File: config.mk
export PLATFORM = sky130hd
export DESIGN_NAME = trig_pkt_gate
export DESIGN_NICKNAME = d
export VERILOG_FILES = /design/src/rtl/trig_gate_pkg.sv /design/src/rtl/trig_edge_sync.sv /design/src/rtl/len_round.sv /design/src/rtl/gate_ctrl.sv /design/src/rtl/trig_pkt_gate.sv
export SDC_FILE = /design/constraint.sdc
export NUM_CORES = 1
export LEC_CHECK = 0
export ABC_AREA = 1
export BUFFER_PORTS_ARGS = -buffer_cell sky130_fd_sc_hd__buf_2
export CORE_MARGIN = 2
export CORE_UTILIZATION = 59
export CTS_CLUSTER_DIAMETER = 40
export DETAILED_ROUTE_END_ITERATION = 16
export GPL_TIMING_DRIVEN = 1
export PLACE_DENSITY = 0.94
export RECOVER_POWER = 100
export SYNTH_ARGS = -nofsm -noshare
export SYNTH_HDL_FRONTEND = slang
export SYNTH_SLANG_ARGS = --single-unit
File: constraint.sdc
create_clock -name clk -period 4.45 [get_ports clk]
set_input_delay 0.2225 -clock clk [delete_from_list [all_inputs] [get_ports clk]]
set_output_delay 0.2225 -clock clk [all_outputs]
set_load 0.02 [all_outputs]
File: src/rtl/trig_gate_pkg.sv
package trig_gate_pkg;
  typedef enum logic {
    GATE_IDLE = 1'b0,
    GATE_OPEN = 1'b1
  } gate_state_e;
endpackage

File: src/rtl/trig_edge_sync.sv
module trig_edge_sync #(
  parameter int STAGES = 2
) (
  input  logic clk,
  input  logic rst_n,
  input  logic async_in,
  output logic rise
);
  logic [STAGES-1:0] chain_q;
  logic              prev_q;

  // synchroniser chain followed by one history flop for edge detection
  always_ff @(posedge clk or negedge rst_n) begin
    if (!rst_n) begin
      chain_q <= '0;
      prev_q  <= 1'b0;
    end else begin
      chain_q <= {chain_q[STAGES-2:0], async_in};
      prev_q  <= chain_q[STAGES-1];
    end
  end

  assign rise = chain_q[STAGES-1] & ~prev_q;
endmodule

File: src/rtl/len_round.sv
module len_round #(
  parameter int LEN_W      = 15,
  parameter int ALIGN_LOG2 = 6
) (
  input  logic [LEN_W-1:0] req_len,
  output logic [LEN_W:0]   eff_len
);
  localparam int            ALIGN = 1 << ALIGN_LOG2;
  localparam logic [LEN_W:0] ADDEND = (LEN_W+1)'(ALIGN - 1);
  localparam logic [LEN_W:0] MASK   = ~ADDEND;
  localparam logic [LEN_W:0] MINLEN = (LEN_W+1)'(ALIGN);

  logic [LEN_W:0] sum;

  always_comb begin
    sum = {1'b0, req_len} + ADDEND;
    if (req_len == '0) eff_len = MINLEN;
    else               eff_len = sum & MASK;
  end
endmodule

File: src/rtl/gate_ctrl.sv
module gate_ctrl
  import trig_gate_pkg::*;
#(
  parameter int LEN_W = 15
) (
  input  logic           clk,
  input  logic           rst_n,
  input  logic           rise,
  input  logic [LEN_W:0] eff_len,
  input  logic           s_valid,
  output logic           fwd,
  output logic           last,
  output logic           is_open
);
  gate_state_e    state_q, state_d;
  logic [LEN_W:0] cnt_q, cnt_d;
  logic [LEN_W:0] len_q;
  logic           len_load;

  always_comb begin
    state_d  = state_q;
    cnt_d    = cnt_q;
    len_load = 1'b0;
    is_open  = (state_q == GATE_OPEN);
    fwd      = is_open & s_valid;
    last     = fwd & (cnt_q == len_q - 1'b1);
    case (state_q)
      GATE_IDLE: begin
        if (rise) begin
          state_d  = GATE_OPEN;
          cnt_d    = '0;
          len_load = 1'b1;
        end
      end
      GATE_OPEN: begin
        if (last) begin
          state_d = GATE_IDLE;
          cnt_d   = '0;
        end else if (fwd) begin
          cnt_d = cnt_q + 1'b1;
        end
      end
      default: state_d = GATE_IDLE;
    endcase
  end

  always_ff @(posedge clk or negedge rst_n) begin
    if (!rst_n) begin
      state_q <= GATE_IDLE;
      cnt_q   <= '0;
      len_q   <= '0;
    end else begin
      state_q <= state_d;
      cnt_q   <= cnt_d;
      if (len_load) len_q <= eff_len;
    end
  end
endmodule

File: src/rtl/trig_pkt_gate.sv
module trig_pkt_gate #(
  parameter int DATA_W     = 16,
  parameter int LEN_W      = 15,
  parameter int ALIGN_LOG2 = 6,
  parameter int SYNC_STG   = 2
) (
  input  logic              clk,
  input  logic              rst_n,
  input  logic              trig_in,
  input  logic [LEN_W-1:0]  pkt_len,
  input  logic [DATA_W-1:0] s_data,
  input  logic              s_valid,
  output logic [DATA_W-1:0] m_tdata,
  output logic              m_tvalid,
  output logic              m_tlast
);
  logic           trig_rise;
  logic [LEN_W:0] eff_len;
  logic           fwd;
  logic           last;
  logic           win_open;

  trig_edge_sync #(.STAGES(SYNC_STG)) u_sync (
    .clk      (clk),
    .rst_n    (rst_n),
    .async_in (trig_in),
    .rise     (trig_rise)
  );

  len_round #(.LEN_W(LEN_W), .ALIGN_LOG2(ALIGN_LOG2)) u_round (
    .req_len (pkt_len),
    .eff_len (eff_len)
  );

  gate_ctrl #(.LEN_W(LEN_W)) u_ctrl (
    .clk     (clk),
    .rst_n   (rst_n),
    .rise    (trig_rise),
    .eff_len (eff_len),
    .s_valid (s_valid),
    .fwd     (fwd),
    .last    (last),
    .is_open (win_open)
  );

  // registered output stage; data register only loads on a forwarded beat
  always_ff @(posedge clk or negedge rst_n) begin
    if (!rst_n) begin
      m_tvalid <= 1'b0;
      m_tlast  <= 1'b0;
      m_tdata  <= '0;
    end else begin
      m_tvalid <= fwd;
      m_tlast  <= last;
      if (fwd) m_tdata <= s_data;
    end
  end
endmodule

* After elaboration in Yosys (flattened, before gate mapping)
Cells that the tools add are included.
Cells by class: add/sub/neg operators 3, multiply operators 0, div/mod/pow operators 0, order comparisons 0, equality and inequality tests 3, shift-type cells 0, multiplexer cells 9, bitwise operators 5, reduce and logical (&&, ||, !) cells 2
Operators by type and width (number):
- two-way mux 16 bit | 4
- case mux 16 bit (2 select lines) | 1
- adder 15 x 6 -> 16 bit (second input constant) | 1
- adder 16 x 1 -> 16 bit (second input constant) | 1
- == test 16 bit | 1
- subtractor 16 x 1 -> 16 bit (second input constant) | 1
- logical NOT 15 bit | 1
- bitwise AND 1 bit | 3
- two-way mux 1 bit | 3
- inequality test 3 bit (second input constant) | 1
- inequality test 2 bit (second input constant) | 1
- inverter 1 bit | 2
- case mux 1 bit (2 select lines) | 1
- AND reduction 2 bit | 1
Word-level totals: flip-flop bits (word level) 54, bits in latches 0, bits in writable memories 0, memory bits (read-only) 0, output and inout bits 18, logic and storage cells 30, memories 0

* Longest topological paths before layout
Gate-level depths: netlist of run 1.
word-level depth 5, gate-level depth with buffers 13, depth with buffers taken out 12

* Modules after synthesis
Synthesis of run 1 repeated with hierarchy kept, for this count alone.
Second synthesis, totals: cell total of the unflattened synthesis 458, area, all modules 3367.0 sq um
By module, submodules not included:
- gate_ctrl | times used 1, cells an instance 306, area each 2237.1 sq um
- trig_pkt_gate | times used 1, cells an instance 70, area each 694.4 sq um
- len_round | times used 1, cells an instance 77, area each 350.3 sq um
- trig_edge_sync | times used 1, cells an instance 5, area each 85.1 sq um

* Least setup slack after synthesis of run 1
OpenSTA, ideal clock, no wires.
path kind reg-to-reg, start reg u_ctrl.len_q[6], end reg u_ctrl.cnt_q[11], setup time 0.123 ns, arrival time 1.515 ns, path slack 2.812 ns, cell stages (with the launch flop) 13, path buffers 1, period minus slack after synthesis 1.638 ns, path through dfrtp_1 inv_1 ha_1 nand2_1 nor2_1 nand2_1 nand2_1 nand2_1 nor2_1 nand3_2 nand2_2 buf_6 a21oi_1
On the way: word-level cells in the longest chain between the ends 5
RTL lines:
- start, declared | line gate_ctrl.sv:17 | logic [LEN_W:0] len_q;
- start signal, assigned | line gate_ctrl.sv:55 | if (len_load) len_q <= eff_len;
- subtractor 16 x 1 -> 16 bit (*) | line gate_ctrl.sv:26 | last = fwd & (cnt_q == len_q - 1'b1);
- == test 16 bit (*) | line gate_ctrl.sv:26
- bitwise AND 1 bit (*) | line gate_ctrl.sv:26
- two-way mux 16 bit or inequality test 3 bit (tied branches)
- case mux 16 bit (2 select lines) or AND reduction 2 bit (tied branches)
- end signal, assigned | line gate_ctrl.sv:54 | cnt_q <= cnt_d;
- end, declared | line gate_ctrl.sv:16 | logic [LEN_W:0] cnt_q, cnt_d;
Every way passes the cells marked *; elsewhere a longest branch is shown, timed or not. A chain may end at the register's enable or synchronous reset.

* Final worst setup path of run 1
start reg u_ctrl.state_q (netlist: u_ctrl.is_open), end reg u_ctrl.cnt_q[6]
On the way: word-level cells in the longest chain between the ends 4
RTL lines:
- start, declared | line gate_ctrl.sv:15 | gate_state_e state_q, state_d;
- start signal, assigned | line gate_ctrl.sv:53 | state_q <= state_d;
- bitwise AND 1 bit | line gate_ctrl.sv:25 | fwd = is_open & s_valid;
- bitwise AND 1 bit | line gate_ctrl.sv:26
- two-way mux 16 bit or inequality test 3 bit (tied branches)
- case mux 16 bit (2 select lines) or AND reduction 2 bit (tied branches)
Several ways; a longest one is shown, not always the timed one.

==> out/metrics.yaml, run 1 <==
slowest_stage: "clkinvlp_2"
synth_warnings: 0
path_common_cell: "nand3_1"
grt_pass1_wl_um: 9900
cts_tree: "yes"
cts_made_buffers: 5
outcome: "finished with violations"
n_antenna_cell: 0
holdWs_ns: 0.0267
vias: 2453
drv_slew: 49
max_stage_delay_ns: 0.68
yosysSeqAreaShare_pct: 46.0
dpl.hpwl_um: 4270
yosysTopAreaCellShare_pct: 46.0
crit_path_end_kind: "flop"
overflow: 0
portBuffers: 52
worstSkewPairLatency_ns: 0.30
hold_buffers: 0
post-synth-top-area-cell: "dfrtp_1"
grt_pass1_vias: 2269
drtPass1Iterations: 5
drive_gt1_share_pct: 10.9
p_total_mw: 0.970
critPathRequiredTime_ns: 4.67
arrival_ns: 3.01
yosysMostFrequentCell: "nand2_1"
max_cap_violations: 1
synth_commonest_cells: "131 x nand2_1, 48 x dfrtp_1, 46 x inv_1"
wl_per_cell_um: 12.3
synth_area_leaders: "dfrtp_1 46%, nand2_1 19%, inv_1 6.6%"
async_flop_share_pct: 100
relSlewSlack_pct: -64.5
avgViaCountPerCell: 5.29
synth_cells: 359
layoutNonFillerInstCount: 464
syn_avg_cell_area_um2: 7.27
grtUsageTotal_pct: 24.9
power_density_nw_per_um2: 326
yosys_most_used_dff: "dfrtp_1"
placed_cells: 456
grtUsageMet2_pct: 42.0
clock-sinks: 48
routed_wl_um: 5710
fin_crit_sh_pct: 62.8
fin_crit_ns: 2.80
start_kind: "flop"
nets: 448
place_congestion: 0.927
postCtsSetupBuffers: 0
cts_resized: 0
cts_root_buf: "clkbuf_8"
rsz0062_at_grt: "no"
cp_max_fo: 18
die_h_um: 70.5
syn_area_um2: 2610
hold_violations: 0
htreeDepth: 2
die_area_um2: 4970
antenna_left: 0
ys_seq_elements: 48
top_usage_layer: "met2"
vdd_ir_drop_max_mv: 0.315
clockBufferDepth: 2
met1_usage_pct: 32.7
setup-violations-final: 0
tightest_slew_ns: 2.47
fin_util_pct: 69.3
io_pins: 53
criticalPathCategory: "reg2reg"
drc: 0
grt_max_degree: 49
ys_types: 25
start_util_pct: 60.8
violations: "max-capacitance violations, max-slew violations"
fin_skew_ns: 0.00964
max_freq_mhz: 358
core_area_um2: 4290
rows: 24
hp-class: "in2reg"
finalSetupTns_ns: 0
synth_nets: 396
area_growth_pct: 13.9
crit_chain: "nand2_1 -> clkinvlp_2 -> nand3_1 -> nor2_1 -> nand3_1 -> nor2_1 -> nand3_1 -> nand2_1 -> o21ai_0"
synth_edf_count: 0
antenna_found_initial: 0
die_w_um: 70.5
drtIter0Drc: 183
power.leakage_nw: 1.53
clkSlewWorstSetupHoldPaths_ns: 0.09
met3_usage_pct: 5.19
-- path summary, 6_finish.rpt --
check | from | end | slack [ns] | cells past startpoint
max | u_ctrl.is_open | u_ctrl.cnt_q[6] | 1.65 | 9
min | trig_in | u_sync.chain_q[0] | 0.03 | 1
max reg2reg | u_ctrl.is_open | u_ctrl.cnt_q[6] | 1.65 | 9
min reg2reg | u_sync.chain_q[0] | u_sync.chain_q[1] | 0.36 | 0
max in group asynchronous | rst_n | m_tdata[12] | 2.38 | 1
min in group asynchronous | rst_n | u_ctrl.len_q[10] | 0.66 | 1
-- power breakdown --
| part | switching [mW] | internal, mW |
|---|---|---|
| registers | 0.0302 | 0.472 |
| logic | 0.0928 | 0.0521 |
| clock network | 0.153 | 0.169 |
-- registers in the layout (all words and copies together), names as in the netlist --
signal,flops
u_sync.prev_q,1
u_sync.chain_q,2
m_tdata,16
u_ctrl.len_q,10
u_ctrl.is_open,1
m_tvalid,1
u_ctrl.cnt_q,16
m_tlast,1
-- cells by family after synthesis --
logic type      share of synthesized area [%]
buf+inv                                  8.48
flops                                    46.0
compound gates                           6.23
fa+ha+maj                               0.958
simple gates                             33.0
xor+xnor                                 5.37
-- worst max-delay path: cells and delay by family, from the launching register on --
| kind | cells | cell delay (ns) |
|---|---|---|
| and+or+nand+nor | 7 | 1.36 |
| AOI/OAI and AO/OA | 1 | 0.27 |
| DFF | 1 | 0.41 |
| buffers and inverters | 1 | 0.68 |
-- cell usage in the layout, fill, tap and decap left out, drive strengths merged, types with 10 or more instances in the layout --
master  instances
nand2         134
o21ai          17
xnor2          10
a21oi          11
nand3          28
inv            48
dfrtp          48
buf            33
clkbuf         24
nor2           32
-- routing by layer --
metal	vias to the layer above	routed length, um
met4	0	100
met2	93	2800
li1	1222	-
met1	1123	2440
met5	-	0
met3	15	369
-- area by class of cell --
| cell class | instances | area, um2 |
|---|---|---|
| multi-input combinational | 256 | 1180 |
| clock buffer | 5 | 68.8 |
| inverter | 48 | 181 |
| clock inverter | 3 | 46.3 |
| tap | 52 | 65.1 |
| sequential | 48 | 1200 |
| fill | 347 | 1320 |
| timing repair buffer | 52 | 236 |
-- metrics by stage --
step / area (um2) / setup WS [ns]
floorplan: 2610 / 2.81
global placement: 2900 / 2.46
detailed placement: 2900 / 2.37
CTS: 3010 / 2.35
global route: 2980 / 1.26
finish: 2980 / 1.65
Power figures use the tool's default switching activity.
==> run 2: changes to the inputs <==
--- a/config.mk
+++ b/config.mk
@@ -8,11 +8,11 @@
 export ABC_AREA = 1
 export BUFFER_PORTS_ARGS = -buffer_cell sky130_fd_sc_hd__buf_2
 export CORE_MARGIN = 2
-export CORE_UTILIZATION = 59
+export CORE_UTILIZATION = 55
 export CTS_CLUSTER_DIAMETER = 40
 export DETAILED_ROUTE_END_ITERATION = 16
 export GPL_TIMING_DRIVEN = 1
-export PLACE_DENSITY = 0.94
+export PLACE_DENSITY = 0.89
 export RECOVER_POWER = 100
 export SYNTH_ARGS = -nofsm -noshare
 export SYNTH_HDL_FRONTEND = slang
==> constraint.sdc (replaced) <==
create_clock -name clk -period 2.8 [get_ports clk]
set_input_delay 0.14 -clock clk [delete_from_list [all_inputs] [get_ports clk]]
set_output_delay 0.14 -clock clk [all_outputs]
set_load 0.02 [all_outputs]
==> run 2 against run 1 <==
  * The flow now finishes without violations
  * Clock skew is 0.0057 ns lower
  * Register-to-register slack got worse by 0.99 ns
  * Utilization fell by 5.5 points
==> out/metrics.yaml, run 2 (synthesized netlist as in run 1, its figures left out) <==
grtUsageTotal_pct: 24.0  # -0.93 points
power_frac_clock_pct: 29.0  # -4.2 points
fin_crit_sh_pct: 76.3  # +13 points
postCtsSetupBuffers: 0  # unchanged
crit_path_end_kind: "flop"
slowest_stage: "nand2_1"
clock-sinks: 48  # unchanged
worstSkewPairLatency_ns: 0.30  # about the same
n_antenna_cell: 0  # unchanged
die_h_um: 72.9  # +3.4%
final_common_cell: "nand2_1"
io_pins: 53  # unchanged
area_growth_pct: 13.9  # about the same
cts_made_buffers: 5  # unchanged
cts_root_buf: "clkbuf_8"
core_area_um2: 4660  # +8.5%
power_density_nw_per_um2: 486  # +49%
tightest_slew_ns: 1.02  # -1.44 ns
avgViaCountPerCell: 5.23  # -1.1%
ff2ff_path_depth: 11  # +2
dpl.hpwl_um: 4300  # +0.83%
critPathRequiredTime_ns: 2.96  # -1.71 ns
hp-class: "in2async"
criticalPathCategory: "reg2reg"
setup-violations-final: 0  # unchanged
finalSetupTns_ns: 0  # unchanged
reg2reg_slack_ns: 0.66  # -0.99 ns
fin_crit_ns: 2.14  # -0.659 ns
hold_violations: 0  # unchanged
max_freq_mhz: 468  # +31%
die_w_um: 72.9  # +3.4%
cts_resized: 0  # unchanged
outcome: "complete, no violations"
antenna_found_initial: 0  # unchanged
grt_pass1_vias: 2219  # -2.2%
drive_gt1_share_pct: 11.4  # +0.43 points
switching_share_pct: 30.0  # +1.5 points
cts_tree: "yes"
path_common_cell: "nand2_1"
largestRegisters: "m_tdata (16), u_ctrl.cnt_q (16), u_ctrl.len_q (10)"
drv_slew: 0  # -100%
p_total_mw: 1.45  # +49%
drc: 0  # unchanged
reg2reg_to: "u_ctrl.cnt_q[4]"
portBuffers: 52  # unchanged
power.leakage_nw: 1.52  # about the same
die_area_um2: 5320  # +6.9%
antenna_left: 0  # unchanged
hold_buffers: 1  # +1
crit_chain: "inv_1 -> ha_1 -> nand2_1 -> nor2_1 -> nand2_1 -> nand2_1 -> nand2_1 -> nor2_1 -> nand3_2 -> nand2_1 -> a21oi_1"
routed_wl_um: 5830  # +2.2%
vdd_ir_drop_max_mv: 0.448  # +42%
arrival_ns: 2.30  # -0.71 ns
clkSlewWorstSetupHoldPaths_ns: 0.09  # about the same
cp_max_fo: 16  # -2
grt_pass1_wl_um: 9830  # -0.70%
max_cap_violations: 0  # -1
rsz0062_at_grt: "no"
p_sw_mw: 0.434  # +57%
grt_max_degree: 49  # unchanged
wl_per_cell_um: 12.5  # +1.4%
drtPass1Iterations: 4  # -1
rows: 25  # +4.2%
start_kind: "flop"
drtIter0Drc: 157  # -14%
max_stage_delay_ns: 0.41  # -0.27 ns
start_util_pct: 56.0  # -4.8 points
mostFrequentLayoutCells: "133 x nand2_1, 48 x dfrtp_1, 46 x inv_1"
fillCellCount: 398  # +15%
clockBufferDepth: 2  # unchanged
overflow: 0  # unchanged
pwr-share-comb_pct: 15.8  # +0.9 points
intPower_mw: 1.01  # +46%
place_congestion: 0.992  # +7.1%
relSlewSlack_pct: 31.8  # +96 points
fin_skew_ns: 0.00395  # -0.00569 ns
vias: 2446  # -0.29%
seq_power_share_pct: 55.2  # +3.4 points
nets: 450  # +0.45%
rr_startpoint: "u_ctrl.len_q[6]"
htreeDepth: 2  # unchanged
-- run 2: per-stage QoR --
stage          std cells  area [um2]  utilization [%]  worst slack [ns]  hold slack [ns]
2_1_floorplan        359        2610                -              1.16           -0.156
3_3_place_gp         459        2910             62.4             0.929            0.249
3_5_place_dp         459        2910             62.4             0.810            0.251
4_1_cts              468        3010             64.5             0.772           0.0185
5_1_grt              468        2970             63.8             0.356           0.0344
6_report             468        2970             63.8             0.664         0.000819
-- run 2: cell type report --
type	instances	area [um2]	area share, %
Clock buffer	6	72.6	2.44
Clock inverter	2	16.3	0.547
Inverter	48	181	6.10
Multi-Input combinational cell	256	1180	39.8
Sequential cell	48	1200	40.4
Tap cell	54	67.6	2.27
Timing Repair Buffer	54	251	8.46
-- run 2: worst max path at each step --
stage,from,to,slack [ns],cells after the start
after floorplan,u_ctrl.len_q[6],u_ctrl.cnt_q[11],1.16,12
after global placement,u_ctrl.is_open,u_ctrl.cnt_q[15],0.93,9
after detailed placement,u_ctrl.is_open,u_ctrl.cnt_q[15],0.81,8
after CTS,u_ctrl.is_open,u_ctrl.cnt_q[15],0.77,8
after global routing,u_ctrl.is_open,u_ctrl.cnt_q[12],0.36,9
final,u_ctrl.len_q[6],u_ctrl.cnt_q[4],0.66,11
-- run 2: power groups by stage --
stage	logic, mW	clock network [mW]	registers, mW
after global routing	0.266	0.445	0.805
after CTS	0.237	0.423	0.796
after detailed placement	0.235	0	0.808
after floorplan	0.123	0	0.827
final	0.228	0.419	0.798
after global placement	0.227	0	0.807
-- run 2: critical path, delay by kind of cell (launching register included) --
family / cells / cell delay [ns]
AO/OA/AOI/OAI: 1 / 0.14
adder cells (fa/ha/maj): 1 / 0.18
buffers and inverters: 1 / 0.14
flip-flops: 1 / 0.39
AND/OR/NAND/NOR: 8 / 1.13
-- run 2: per-layer routing --
layer	routed length (um)	part of all wire [%]	GRT usage, %	vias to the layer above
met5	0	0	0	-
met4	96	1.6	8.23	0
met3	343	5.9	4.01	10
met2	2750	47	38.0	83
met1	2640	45	33.7	1127
li1	-	-	-	1226
==> run 3: changes to the inputs <==
--- a/config.mk
+++ b/config.mk
@@ -8,11 +8,11 @@
 export ABC_AREA = 1
 export BUFFER_PORTS_ARGS = -buffer_cell sky130_fd_sc_hd__buf_2
 export CORE_MARGIN = 2
-export CORE_UTILIZATION = 55
+export CORE_UTILIZATION = 49
 export CTS_CLUSTER_DIAMETER = 40
 export DETAILED_ROUTE_END_ITERATION = 16
 export GPL_TIMING_DRIVEN = 1
-export PLACE_DENSITY = 0.89
+export PLACE_DENSITY = 0.84
 export RECOVER_POWER = 100
 export SYNTH_ARGS = -nofsm -noshare
 export SYNTH_HDL_FRONTEND = slang
==> constraint.sdc (replaced) <==
create_clock -name clk -period 1.75 [get_ports clk]
set_input_delay 0.0875 -clock clk [delete_from_list [all_inputs] [get_ports clk]]
set_output_delay 0.0875 -clock clk [all_outputs]
set_load 0.02 [all_outputs]
==> run 3 against run 2 <==
  * The run now ends with negative setup slack left
  * Cell count is 10% higher
  * Non-clock buffer count grew 32
  * Critical path depth down 1
  * Worst setup slack got worse by 0.68 ns
  * Flip-flop and latch count stayed put
  * Sequential power grew 60%
  * Cell area is 14% higher
==> out/metrics.yaml, run 3 (synthesized netlist as in run 1, its figures left out) <==
max_freq_mhz: 567  # +21%
outcome: "finished with violations"
cp_top_family: "simple AND/OR/NAND/NOR gates"
area_growth_pct: 30.1
layoutNonFillerInstCount: 517  # +10%
worstPathBufferInverterCount: 0  # -1
rows: 26  # +4.0%
fin_util_pct: 66.1  # +2.3 points
path_common_cell: "nand2_1"
cts_root_buf: "clkbuf_8"
p_total_mw: 2.43  # +68%
drive_gt1_share_pct: 20.1  # +8.8 points
worstSkewPairLatency_ns: 0.32  # +0.02 ns
start_util_pct: 50.8  # -5.2 points
crit_chain: "nor2_2 -> nand2_1 -> nor2_4 -> nand2_1 -> nand2_1 -> nand2_1 -> nor2_1 -> nand3_2 -> nand2_4 -> a21oi_2"
largestRegisters: "m_tdata (16), u_ctrl.cnt_q (16), u_ctrl.len_q (10)"
setup-violations-final: 4  # +4
fin_crit_ns: 1.76  # -0.371 ns
clockBufferDepth: 2  # unchanged
relSlewSlack_pct: 20.8  # -11 points
critPathRequiredTime_ns: 1.95  # -1.01 ns
post-place-ws_ns: -0.120  # -0.930 ns
die_h_um: 77  # +5.6%
die_w_um: 77  # +5.6%
avgViaCountPerCell: 5.28  # +1.1%
slowest_stage: "dfrtp_1"
drtIter0Drc: 334  # +110%
rsz0062_at_grt: "yes"
final_common_cell: "nand2_1"
wl_per_cell_um: 13.9  # +11%
dpl.hpwl_um: 4610  # +7.1%
fin_crit_sh_pct: 101  # +25 points
cp_max_fo: 8  # -8
core_area_um2: 5140  # +10%
hp-class: "in2reg"
die_area_um2: 5930  # +12%
drc: 0  # unchanged
clkSlewWorstSetupHoldPaths_ns: 0.09  # about the same
max_stage_delay_ns: 0.45  # +0.04 ns
placed_cells: 488  # +6.3%
mostFrequentLayoutCells: "129 x nand2_1, 47 x dfrtp_1, 44 x inv_1"
crit_path_end_kind: "flop"
cts_tree: "yes"
power.leakage_nw: 1.69  # +11%
antenna_found_initial: 0  # unchanged
criticalPathCategory: "reg2reg"
hold_violations: 0  # unchanged
power_density_nw_per_um2: 714  # +47%
holdWs_ns: 0.105  # +0.104 ns
vias: 2732  # +12%
overflow: 0  # unchanged
finalWorstSetupSlack_ns: -0.0146  # -0.679 ns
cts_made_buffers: 5  # unchanged
nets: 483  # +7.3%
grt_pass1_vias: 2612  # +18%
tightest_slew_ns: 1.19  # +0.165 ns
fin_skew_ns: 0.00928  # +0.00533 ns
grt_max_degree: 23  # -53%
routed_wl_um: 7180  # +23%
drtPass1Iterations: 7  # +3
n_antenna_cell: 0  # unchanged
htreeDepth: 2  # unchanged
drv_slew: 0  # unchanged
clock-sinks: 48  # unchanged
violations: "negative setup slack"
grtUsageTotal_pct: 24.8  # +0.82 points
grt_pass1_wl_um: 11800  # +20%
start_kind: "flop"
vdd_ir_drop_max_mv: 0.562  # +25%
io_pins: 53  # unchanged
antenna_left: 0  # unchanged
max_cap_violations: 0  # unchanged
arrival_ns: 1.96  # -0.34 ns
portBuffers: 52  # unchanged
place_congestion: 0.914  # -7.8%
## run 3: power by group
part	switching (mW)	leakage, nW	internal [mW]
Combinational	0.271	1.08	0.198
Sequential	0.0839	0.569	1.20
Clock	0.386	0.0414	0.284
## run 3: final cells by class
type | count | area, um2
inverters | 48 | 181
clock inverters | 2 | 16.3
multi-input cells | 257 | 1310
fillers | 437 | 1740
clock buffers | 6 | 72.6
repair buffers | 86 | 532
flip-flops and latches | 48 | 1200
well taps | 70 | 87.6
## run 3: tightest hold or removal path, cell delays in order
cell	delay, ns
buf_2	0.09
inv_1	0.10
o31ai_1	0.09
## run 3: routing by layer
metal  vias to the layer above  routed length [um]  GRT usage (%)
li1                       1291                   -              -
met1                      1279                2860           31.4
met2                       136                3610           43.0
met3                        26                 482           4.35
met4                         0                 228           8.57
met5                         -                   0              0
## run 3: worst paths after layout
| kind | from | end | slack (ns) | cells past startpoint |
|---|---|---|---|---|
| setup / recovery | u_ctrl.len_q[9] | u_ctrl.cnt_q[13] | -0.01 | 10 |
| hold reg to reg | u_sync.chain_q[0] | u_sync.chain_q[1] | 0.36 | 0 |
| hold / removal | pkt_len[14] | u_ctrl.len_q[15] | 0.10 | 3 |
| setup reg to reg | u_ctrl.len_q[9] | u_ctrl.cnt_q[13] | -0.01 | 10 |
| max in group asynchronous | rst_n | u_ctrl.is_open | 0.28 | 3 |
| min in group asynchronous | rst_n | u_ctrl.cnt_q[11] | 0.54 | 2 |
## run 3: timing repair
item                                   CTS  global route
hold buffers                            18             0
resized for setup                        9            28
pin swaps                                2            11
endpoints found under the hold margin   37             0
cloned                                   1             0
setup endpoints to repair               16            17
setup buffers                            1             1
## run 3: through the flow
stage / TNS, ns / cell area, um2
4_1_cts: 0 / 3340
2_1_floorplan: 0 / 2610
3_3_place_gp: 0 / 3020
6_report: -0.0196 / 3400
5_1_grt: -0.935 / 3400
3_5_place_dp: -1.41 / 3020
